`config.mk`:
```
export PLATFORM = sky130hd
export DESIGN_NAME = tgt_bar_decode
export DESIGN_NICKNAME = d
export VERILOG_FILES = /design/src/rtl/tbd_pkg.sv /design/src/rtl/tbd_ctrl.sv /design/src/rtl/tbd_dpath.sv /design/src/rtl/tgt_bar_decode.sv
export SDC_FILE = /design/constraint.sdc
export NUM_CORES = 1
export LEC_CHECK = 0
export BUFFER_PORTS_ARGS = -buffer_cell sky130_fd_sc_hd__buf_2
export CAP_MARGIN = 20
export CORE_ASPECT_RATIO = 1.5
export CORE_MARGIN = 2
export CORE_UTILIZATION = 53
export CTS_BUF_LIST = sky130_fd_sc_hd__clkbuf_16
export DETAILED_ROUTE_END_ITERATION = 6
export GPL_ROUTABILITY_DRIVEN = 0
export PLACE_DENSITY_LB_ADDON = 0.1
export SLEW_MARGIN = 10
export SYNTH_ARGS = -nofsm -noshare
export SYNTH_HDL_FRONTEND = slang
export SYNTH_SLANG_ARGS = --single-unit
```
`constraint.sdc`:
```
create_clock -name clk -period 1.95 [get_ports clk]
set_input_delay 0.39 -clock clk [delete_from_list [all_inputs] [get_ports clk]]
set_output_delay 0.39 -clock clk [all_outputs]
set_load 0.005 [all_outputs]
```
`src/rtl/tbd_pkg.sv`:
```
package tbd_pkg;

  localparam logic [3:0] CMD_IO_RD  = 4'b0010;
  localparam logic [3:0] CMD_IO_WR  = 4'b0011;
  localparam logic [3:0] CMD_MEM_RD = 4'b0110;
  localparam logic [3:0] CMD_MEM_WR = 4'b0111;
  localparam logic [3:0] CMD_CFG_RD = 4'b1010;
  localparam logic [3:0] CMD_CFG_WR = 4'b1011;

  // dword index of each base register within configuration space
  localparam logic [5:0] BAR0_IDX = 6'h04;
  localparam logic [5:0] BAR1_IDX = 6'h05;

  typedef enum logic [2:0] {
    CLS_NONE,
    CLS_IO,
    CLS_MEM,
    CLS_CFGRD,
    CLS_CFGWR
  } cycClass_e;

  typedef struct packed {
    logic       capture;
    logic [3:0] laneWr0;
    logic [3:0] laneWr1;
  } dpStrobe_t;

endpackage

```
`src/rtl/tbd_ctrl.sv`:
```
module tbd_ctrl
  import tbd_pkg::*;
#(
  parameter int ADDR_W = 32
) (
  input  logic              clk,
  input  logic              rstN,
  input  logic [ADDR_W-1:0] adBus,
  input  logic [3:0]        cbeN,
  input  logic              frameN,
  input  logic              idsel,
  input  logic [1:0]        spaceEn,
  input  logic              latchEn,
  input  logic              match0,
  input  logic              match1,
  output dpStrobe_t         strb,
  output logic              hit0N,
  output logic              hit1N,
  output logic              cfgAccess,
  output logic              cfgRead
);

  logic      isIoCmd, isMemCmd, isCfgCmd;
  logic      cfgOk, ioOk, memOk;
  logic      selBar0, selBar1;
  cycClass_e nextCls, curCls;
  logic      pend0, pend1;
  logic      isSpace;

  always_comb begin
    isIoCmd  = (cbeN == CMD_IO_RD)  || (cbeN == CMD_IO_WR);
    isMemCmd = (cbeN == CMD_MEM_RD) || (cbeN == CMD_MEM_WR);
    isCfgCmd = (cbeN == CMD_CFG_RD) || (cbeN == CMD_CFG_WR);
    cfgOk    = isCfgCmd && idsel && !frameN
               && (adBus[10:8] == 3'b000) && (adBus[1:0] == 2'b00);
    ioOk     = isIoCmd  && spaceEn[0] && !idsel && !frameN;
    memOk    = isMemCmd && spaceEn[1] && !idsel && !frameN;
    selBar0  = cfgOk && (cbeN == CMD_CFG_WR) && (adBus[7:2] == BAR0_IDX);
    selBar1  = cfgOk && (cbeN == CMD_CFG_WR) && (adBus[7:2] == BAR1_IDX);
  end

  always_comb begin
    if (cfgOk)
      nextCls = (cbeN == CMD_CFG_RD) ? CLS_CFGRD : CLS_CFGWR;
    else if (ioOk)
      nextCls = CLS_IO;
    else if (memOk)
      nextCls = CLS_MEM;
    else
      nextCls = CLS_NONE;
  end

  always_ff @(posedge clk or negedge rstN) begin
    if (!rstN) begin
      curCls <= CLS_NONE;
      pend0  <= 1'b0;
      pend1  <= 1'b0;
    end else if (latchEn) begin
      curCls <= nextCls;
      pend0  <= selBar0;
      pend1  <= selBar1;
    end else begin
      pend0  <= 1'b0;
      pend1  <= 1'b0;
    end
  end

  always_comb begin
    strb.capture = latchEn;
    strb.laneWr0 = pend0 ? ~cbeN : 4'b0000;
    strb.laneWr1 = pend1 ? ~cbeN : 4'b0000;
  end

  always_comb begin
    isSpace   = (curCls == CLS_IO) || (curCls == CLS_MEM);
    hit0N     = !(isSpace && match0);
    hit1N     = !(isSpace && match1 && !match0);
    cfgAccess = (curCls == CLS_CFGRD) || (curCls == CLS_CFGWR);
    cfgRead   = (curCls == CLS_CFGRD);
  end

endmodule

```
`src/rtl/tbd_dpath.sv`:
```
module tbd_dpath
  import tbd_pkg::*;
#(
  parameter int ADDR_W      = 32,
  parameter int REGION_BITS = 8
) (
  input  logic              clk,
  input  logic              rstN,
  input  logic [ADDR_W-1:0] adBus,
  input  dpStrobe_t         strb,
  input  logic              cfgRead,
  output logic [ADDR_W-1:0] latchAddr,
  output logic [ADDR_W-1:0] bar0Q,
  output logic [ADDR_W-1:0] bar1Q,
  output logic              match0,
  output logic              match1,
  output logic [ADDR_W-1:0] cfgRdData
);

  localparam int LANES = ADDR_W / 8;
  localparam logic [ADDR_W-1:0] LOW_MASK = (ADDR_W'(1) << REGION_BITS) - ADDR_W'(1);

  always_ff @(posedge clk or negedge rstN) begin
    if (!rstN)
      latchAddr <= '0;
    else if (strb.capture)
      latchAddr <= adBus;
  end

  for (genvar g = 0; g < LANES; g++) begin : gLane
    always_ff @(posedge clk or negedge rstN) begin
      if (!rstN) begin
        bar0Q[8*g +: 8] <= '0;
        bar1Q[8*g +: 8] <= '0;
      end else begin
        if (strb.laneWr0[g]) bar0Q[8*g +: 8] <= adBus[8*g +: 8];
        if (strb.laneWr1[g]) bar1Q[8*g +: 8] <= adBus[8*g +: 8];
      end
    end
  end

  always_comb begin
    match0 = (latchAddr[ADDR_W-1:REGION_BITS] == bar0Q[ADDR_W-1:REGION_BITS]);
    match1 = (latchAddr[ADDR_W-1:REGION_BITS] == bar1Q[ADDR_W-1:REGION_BITS]);
  end

  always_comb begin
    cfgRdData = '0;
    if (cfgRead) begin
      if (latchAddr[7:2] == BAR0_IDX)
        cfgRdData = bar0Q & ~LOW_MASK;
      else if (latchAddr[7:2] == BAR1_IDX)
        cfgRdData = bar1Q & ~LOW_MASK;
    end
  end

endmodule

```
`src/rtl/tgt_bar_decode.sv`:
```
module tgt_bar_decode
  import tbd_pkg::*;
#(
  parameter int REGION_BITS = 8
) (
  input  logic        clk,
  input  logic        rstN,
  input  logic [31:0] adBus,
  input  logic [3:0]  cbeN,
  input  logic        frameN,
  input  logic        idsel,
  input  logic [1:0]  spaceEn,
  input  logic        latchEn,
  output logic        hit0N,
  output logic        hit1N,
  output logic [31:0] latchAddr,
  output logic        cfgAccess,
  output logic [31:0] cfgRdData
);

  localparam int ADDR_W = 32;

  dpStrobe_t         strb;
  logic              cfgRead;
  logic              match0, match1;
  logic [ADDR_W-1:0] bar0Q, bar1Q;

  tbd_ctrl #(.ADDR_W(ADDR_W)) u_ctrl (
    .clk(clk), .rstN(rstN), .adBus(adBus), .cbeN(cbeN), .frameN(frameN),
    .idsel(idsel), .spaceEn(spaceEn), .latchEn(latchEn),
    .match0(match0), .match1(match1), .strb(strb),
    .hit0N(hit0N), .hit1N(hit1N), .cfgAccess(cfgAccess), .cfgRead(cfgRead)
  );

  tbd_dpath #(.ADDR_W(ADDR_W), .REGION_BITS(REGION_BITS)) u_dpath (
    .clk(clk), .rstN(rstN), .adBus(adBus), .strb(strb), .cfgRead(cfgRead),
    .latchAddr(latchAddr), .bar0Q(bar0Q), .bar1Q(bar1Q),
    .match0(match0), .match1(match1), .cfgRdData(cfgRdData)
  );

endmodule

```
Word level (Yosys, flattened, before mapping). Index checks and enable logic that the tools add are counted. Widths: inputs -> output; s select.

Register bits after elaboration: 85. Input port bits: 43. Output and inout bits: 67. Word-level logic and storage cells: 66.

Equality and inequality tests: 16. Mux-type cells: 11. Bitwise operators: 1. Reductions and logical operators: 28.

Operator list (count): $mux 32 (3); $eq 24x24->1 (2); $eq 6x3->1 const B (4); $logic_and 1x1->1 (16); $mux 3 (3); $eq 4x2->1 const B (2); $eq 4x3->1 const B (2); $eq 4x4->1 const B (2); $mux 4 (2); $eq 3x2->1 const B (2); $logic_not 1->1 (5); $logic_or 1x1->1 (5); $not 4->4 (1); $eq 3x1->1 const B (1); $eq 3x3->1 const B (1); $logic_not 3->1 (1); $logic_not 2->1 (1); $mux 1 (2); $mux 2 (1).

Depth between registers and ports, before layout. Gate-level depths: netlist of run 1.

Word-level depth: 9. Depth in mapped cells: 4.

By module. Synthesis of run 1 repeated with hierarchy kept, for this count alone.

Cell total of the unflattened synthesis: 372. Area, all modules: 4892.2 sq um.

By module, submodules not included: tbd_dpath (times used 1, cells an instance 332, area an instance 4518.1 sq um, sequential area each 2402.3 sq um); tbd_ctrl (times used 1, cells an instance 40, area an instance 374.1 sq um, sequential area each 125.1 sq um).

Worst setup path before layout of run 1. OpenSTA, ideal clock, no wires.

Kind: reg2out. Start point: register u_dpath.latchAddr[31]. End point: output port hit1N. Arrival time: 1192 ps. Data required time: 1560 ps. Setup slack: 368 ps. Cell stages (with the launch flop): 5. Path buffers: 0. Cells stage by stage: dfrtp_1 > xor2_1 > nor4_1 > nand3_1 > a211o_1.

Word-level cells in the longest chain between the ends: 4. Elaborated cells between the ends (all ways): 6. Those cells by class: eq/ne: 2; reduce/logical: 4.

RTL lines: start: declaration (line tbd_dpath.sv:12) `output logic [ADDR_W-1:0] latchAddr,`; start signal: assignment (line tbd_dpath.sv:27) `latchAddr <= adBus;`; $eq 24x24->1 (on tied branches) (line tbd_dpath.sv:44, tbd_dpath.sv:43); $logic_and 1x1->1 or $logic_not 1->1 (tied branches) (line tbd_ctrl.sv:77) `hit1N = !(isSpace && match1 && !match0);`; $logic_and 1x1->1 (*) (line tbd_ctrl.sv:77); $logic_not 1->1 (*) (line tbd_ctrl.sv:77); end: declaration (line tgt_bar_decode.sv:15) `output logic hit1N,`.

Every way passes the cells marked *; elsewhere a longest branch is shown, timed or not.

Worst setup path after layout of run 1.
Start point: register u_dpath.latchAddr[8]. End point: output port hit1N.

Same word-level chain as after synthesis.

==> results of run 1 <==
## flip-flops by register name, indices dropped and copies added, names as in the netlist
register	flops
u_dpath.latchAddr	32
u_dpath.bar0Q	24
u_dpath.bar1Q	24
u_ctrl.curCls	3
u_ctrl.pend0	1
u_ctrl.pend1	1
## worst max-delay path, cell delays in order, from the launching register on
cell     delay (ps)
dfrtp_1         430
xor2_1          170
nor4_2          400
nand4_1         150
a211o_1         250
buf_2           130
## cell usage in the layout (no fill, tap or decap), types with 7 or more instances in the layout
master | Yosys | final
buf_4 | 8 | 21
buf_2 | 15 | 99
dfrtp_1 | 85 | 85
mux2i_1 | 25 | 25
nor2_4 | 0 | 21
conb_1 | 1 | 8
xor2_1 | 24 | 24
mux2_2 | 80 | 80
xnor2_1 | 25 | 19
clkbuf_16 | 0 | 9
buf_12 | 0 | 7
nand4_1 | 7 | 7
## cell families after synthesis
family                    share of synthesized area
and+or+nand+nor                              0.0934
other                                      0.000877
DFF                                           0.498
buffers and inverters                        0.0325
xor gates and xnor gates                      0.100
AOI/OAI and AO/OA                           0.00614
muxes                                         0.269
## what timing repair did
action	CTS	global route
setup buffers	12	1
hold buffers	0	0
resized for setup	30	35
cloned	3	0
pin swaps	22	10
setup endpoints to repair	26	26
## cell type report
class	instances	share of cell area
Clock inverter	7	0.0102
Inverter	1	0.000665
Sequential cell	85	0.377
Clock buffer	9	0.0399
Timing Repair Buffer	129	0.144
Multi-Input combinational cell	234	0.405
Tap cell	105	0.0233
## where the power goes
group | switching [mW] | total, mW | internal (mW)
Clock | 0.657 | 1.63 | 0.973
Sequential | 0.0791 | 1.91 | 1.83
Combinational | 0.262 | 0.537 | 0.275
Total | 0.998 | 4.08 | 3.08
## per-stage QoR
stage,area (um^2),hold slack [ps],utilization,TNS [ps]
2_1_floorplan,4300,94.4,-,0
3_3_place_gp,4960,375,0.627,-49.9
3_5_place_dp,4960,376,0.627,-59.4
4_1_cts,5570,15.3,0.705,-4530
5_1_grt,5650,37.2,0.714,-4740
6_report,5650,9.40,0.714,-2200
## how the worst max path moves through the flow
stage | startpoint | end | cells past startpoint
2_1_floorplan | u_dpath.latchAddr[31] | hit1N | 4
3_3_place_gp | u_dpath.latchAddr[25] | hit1N | 5
3_5_place_dp | u_dpath.latchAddr[25] | hit1N | 5
4_1_cts | u_dpath.bar1Q[28] | hit1N | 6
5_1_grt | u_dpath.bar1Q[17] | hit1N | 6
6_report | u_dpath.latchAddr[8] | hit1N | 5
## per-layer routing
layer,track usage,vias to the layer above,wire length [um]
met5,0,-,0
met3,0.0475,13,432
met4,0.108,0,245
li1,-,1414,-
met2,0.465,86,5800
met1,0.283,1525,4020
## cell usage after synthesis, drive strengths merged (2+ instances only)
library cell / number
nand3: 4
xor2: 24
buf: 23
mux2: 80
and2b: 3
dfrtp: 85
nor4: 9
a31oi: 2
nand4: 8
nor2b: 6
nor2: 29
xnor2: 25
mux2i: 25
==> results.toml, run 1 <==
[layout]
area_growth_pct = 32.1
nNetsFinal = 503
fillers = 603
final_cells = 570
n_antenna_cell = 0
multi_input_area_mm2 = 0.00229
regArea_mm2 = 0.00213
drive_gt1_frac = 0.568

[detailed_routing]
wirelength_mm = 10.5
detailroute.via_count = 3038
dr.first_iter.drc_count = 116
drc_errors = 0
avgViaCountPerCell = 5.33
dr.pass1.iters = 4
drtAntennaViolNets = 0
routedWlPerCell_um = 18.4

[yosys]
yosysWarningCount = 0
syn_inst = 336
syn_area_per_cell_um2 = 12.7
yosysTopAreaCellShare = 0.498
synth_edf_count = 0
ys_seq_area_frac = 0.498
syn-cell-area_mm2 = 0.00428
ys_seq_elements = 85
synth_area_leader_cell = "dfrtp_1"
synth_area_leaders = "dfrtp_1, mux2_2, mux2i_1, xnor2_1, xor2_1"
synthArstFlopShare = 1.00
synth_top_flop_cell = "dfrtp_1"
synthDistinctLibCells = 31

[outcome]
status = "finished with violations"
violations = "setup timing"

[grt]
antenna_found_initial = 0
grt_overflow = 0
grt_pass1_vias = 3088
track_usage = 0.253
grt_first_pass_wirelength_mm = 16.3
grt_start_max_net_pins = 38

[floorplanning]
fp-row-count = 40
start_util = 0.541
core_area_mm2 = 0.00791
dieArea_mm2 = 0.00882
die_x_um = 77.3
die_y_um = 114
io_pins = 110

[timing]
final-hold-violation-count = 0
rsz0062_at_grt = "yes"
finalCriticalPeriod_ps = 2260
slew_headroom = 0.657
clock-skew-final_ps = 3.01
worst_pin_slew_ps = 514
final.period_utilization = 1.16
finalSetupViolCount = 26
max_freq_mhz = 443
slew_viol_final = 0
fin_ws_ps = -306

[power]
ir_drop_uv = 828
power_density_mw_per_mm2 = 723
power_leakage_nw = 2.75
power_mw = 4.08

[clocking]
cts_tree = "built"
cts_root_buffer = "clkbuf_16"
htreeDepth = 3
clk_pin_slew_worst_paths_ps = 60
clk-insertion-delay-late_ps = 330
cts.sinks = 85
clockBufferDepth = 2
cts_buffers = 9

[setup_path]
ff2ff_setup_slack_ps = 790
worstPathMaxFanout = 3
r2r-end = "u_dpath.bar1Q[22]"
endpoint_kind = "output port"
cp.arrival_ps = 1870
reg2reg_depth = 2
r2r_start = "u_ctrl.pend1"
startpoint_type = "flop"
critical_path_required_ps = 1560
path_class = "reg -> out"

[placement]
port_buffers = 101
post-place-ws_ps = -58.8
dpl.cell_count = 541
dpl.hpwl_mm = 7.42

[job]
drv_cap = 0

[worst_hold_path]
hold_class = "in -> async"
Power figures use the tool's default switching activity.
==> run 2: changes to the inputs <==
--- a/config.mk
+++ b/config.mk
@@ -9,12 +9,13 @@
 export CAP_MARGIN = 20
 export CORE_ASPECT_RATIO = 1.5
 export CORE_MARGIN = 2
-export CORE_UTILIZATION = 53
-export CTS_BUF_LIST = sky130_fd_sc_hd__clkbuf_16
+export CORE_UTILIZATION = 55
 export DETAILED_ROUTE_END_ITERATION = 6
 export GPL_ROUTABILITY_DRIVEN = 0
+export HOLD_SLACK_MARGIN = 0.03
 export PLACE_DENSITY_LB_ADDON = 0.1
 export SLEW_MARGIN = 10
 export SYNTH_ARGS = -nofsm -noshare
 export SYNTH_HDL_FRONTEND = slang
+export SYNTH_HIERARCHICAL = 1
 export SYNTH_SLANG_ARGS = --single-unit
==> results.toml, run 2 <==
[detailed_routing]
dr.first_iter.drc_count = 223
wl_met1_mm = 4.19
wirelength_mm = 10.7
route.met2.wl_mm = 5.86
detailroute.via_count = 3032
drc_errors = 0
met3_wirelength_um = 398
drtAntennaViolNets = 0
routedWlPerCell_um = 19.3
dr.pass1.iters = 4
top_layer_used = "met4"
avgViaCountPerCell = 5.46

[clocking]
clockBufferDepth = 2
clk-insertion-delay-late_ps = 330
clk_pin_slew_worst_paths_ps = 60
cts_tree = "built"
htreeDepth = 3
cts_root_buffer = "clkbuf_16"
cts_buffers = 9
cts.sinks = 85

[setup_path]
critPathMaxStageDelay_ps = 440
reg2reg_depth = 3
cp.arrival_ps = 1970
cpLargestDelayFamily = "simple AND/OR/NAND/NOR gates"
crit_path_top_delay_cell = "dfrtp_1"
startpoint_type = "flop"
path_class = "reg -> out"
critical_path_required_ps = 1560
worstPathMaxFanout = 4
r2r_start = "u_ctrl/pend1"
crit_path_cell_trace = "xor2_1 -> nor4_1 -> nand4_1 -> nor3_2 -> nand3b_1 -> buf_2"
r2r-end = "u_dpath/bar1Q[8]"
critical_path_buf_inv_count = 1
endpoint_kind = "output port"
ff2ff_setup_slack_ps = 570

[layout]
area_growth_pct = 28.0
regMostFlops = "u_dpath/latchAddr"
final_common_cell = "buf_2"
fillers = 569
largest_reg_flops = 32
reg_top3 = "u_dpath/latchAddr: 32 flops, u_dpath/bar0Q: 24 flops, u_dpath/bar1Q: 24 flops"
nNetsFinal = 492
drive_gt1_frac = 0.532
post-route-util = 0.721
n_antenna_cell = 0
final_cells = 555
layout_common_cells = "buf_2, dfrtp_1, mux2_2"

[yosys]
yosysWarningCount = 6
syn_area_per_cell_um2 = 12.8
syn-cell-area_mm2 = 0.00429
syn_inst = 336

[floorplanning]
dieArea_mm2 = 0.00854
die_y_um = 112
start_util = 0.563
fp-row-count = 39
io_pins = 110
core_area_mm2 = 0.00761
die_x_um = 76.1

[power]
power_density_mw_per_mm2 = 731
power_leakage_nw = 2.70
power_mw = 4.02
ir_drop_uv = 560

[worst_hold_path]
hold_path_end = "u_ctrl/pend0"
min-delay-start = "adBus[2]"
hold_class = "in -> reg"
hold_depth = 2

[placement]
dpl.cell_count = 534
dpl.hpwl_mm = 7.24
post-place-ws_ps = -71.6
port_buffers = 101

[grt]
grt_first_pass_wirelength_mm = 15.7
track_usage = 0.242
grt_pass1_vias = 3037
grt_overflow = 0
antenna_found_initial = 0
grt_start_max_net_pins = 55

[outcome]
status = "finished with violations"
violations = "setup timing"

[job]
drv_cap = 0

[timing]
rsz0062_at_grt = "yes"
max_freq_mhz = 424
clock-skew-final_ps = 2.57
finalSetupViolCount = 26
final-hold-violation-count = 0
final.period_utilization = 1.21
finalCriticalPeriod_ps = 2360
timing.hold.ws_ps = 241
fin_ws_ps = -409
slew_viol_final = 0
run 2: timing repair:
action / CTS / global route
hold buffers: 1 / 0
hold endpoints to repair: 31 / 0
cloned: 0 / 3
setup buffers: 1 / 1
pin swaps: 2 / 25
resized for setup: 6 / 42
setup endpoints to repair: 26 / 26
run 2: layout make-up:
class                      count  area (um^2)  share of cell area
clock buffer                  14          274              0.0499
clock inverter                 1         5.00            0.000912
multi-input combinational    232         2210               0.403
inverter                       2         7.51             0.00137
timing repair buffer         119          738               0.134
sequential                    85         2130               0.387
tap                          102          128              0.0232
run 2: worst max path at each step:
stage	start	to	slack [ps]	depth (start not counted)
5_1_grt	u_dpath/latchAddr[10]	hit1N	-480	6
6_report	u_dpath/latchAddr[10]	hit1N	-410	6
3_5_place_dp	u_dpath/latchAddr[25]	hit1N	-70	6
3_3_place_gp	u_dpath/latchAddr[25]	hit1N	-20	6
2_1_floorplan	u_ctrl/curCls[2]	cfgRdData[11]	320	6
4_1_cts	u_dpath/bar0Q[20]	hit1N	-300	6
run 2: worst reg2reg max path, cell delays in order (launching register included):
cell	delay, ps
dfrtp_1	380
nor2b_1	300
buf_4	240
mux2_2	350
run 2: per-layer routing:
metal  track usage  up-vias
met5             0        -
met4         0.101        0
met3        0.0498       16
met2         0.435       94
met1         0.281     1536
li1              -     1386
run 2: report_power, final:
| part | total (mW) | internal [mW] | switching (mW) |
|---|---|---|---|
| registers | 1.92 | 1.83 | 0.0861 |
| logic | 0.491 | 0.244 | 0.247 |
| clock network | 1.60 | 0.959 | 0.645 |
| total | 4.02 | 3.04 | 0.978 |
run 2: per-stage QoR:
stage,area [um^2],setup TNS [ps]
global route,5490,-8700
global placement,4940,-17.3
finish,5490,-7120
floorplan,4320,0
detailed placement,4940,-106
CTS,5260,-5740
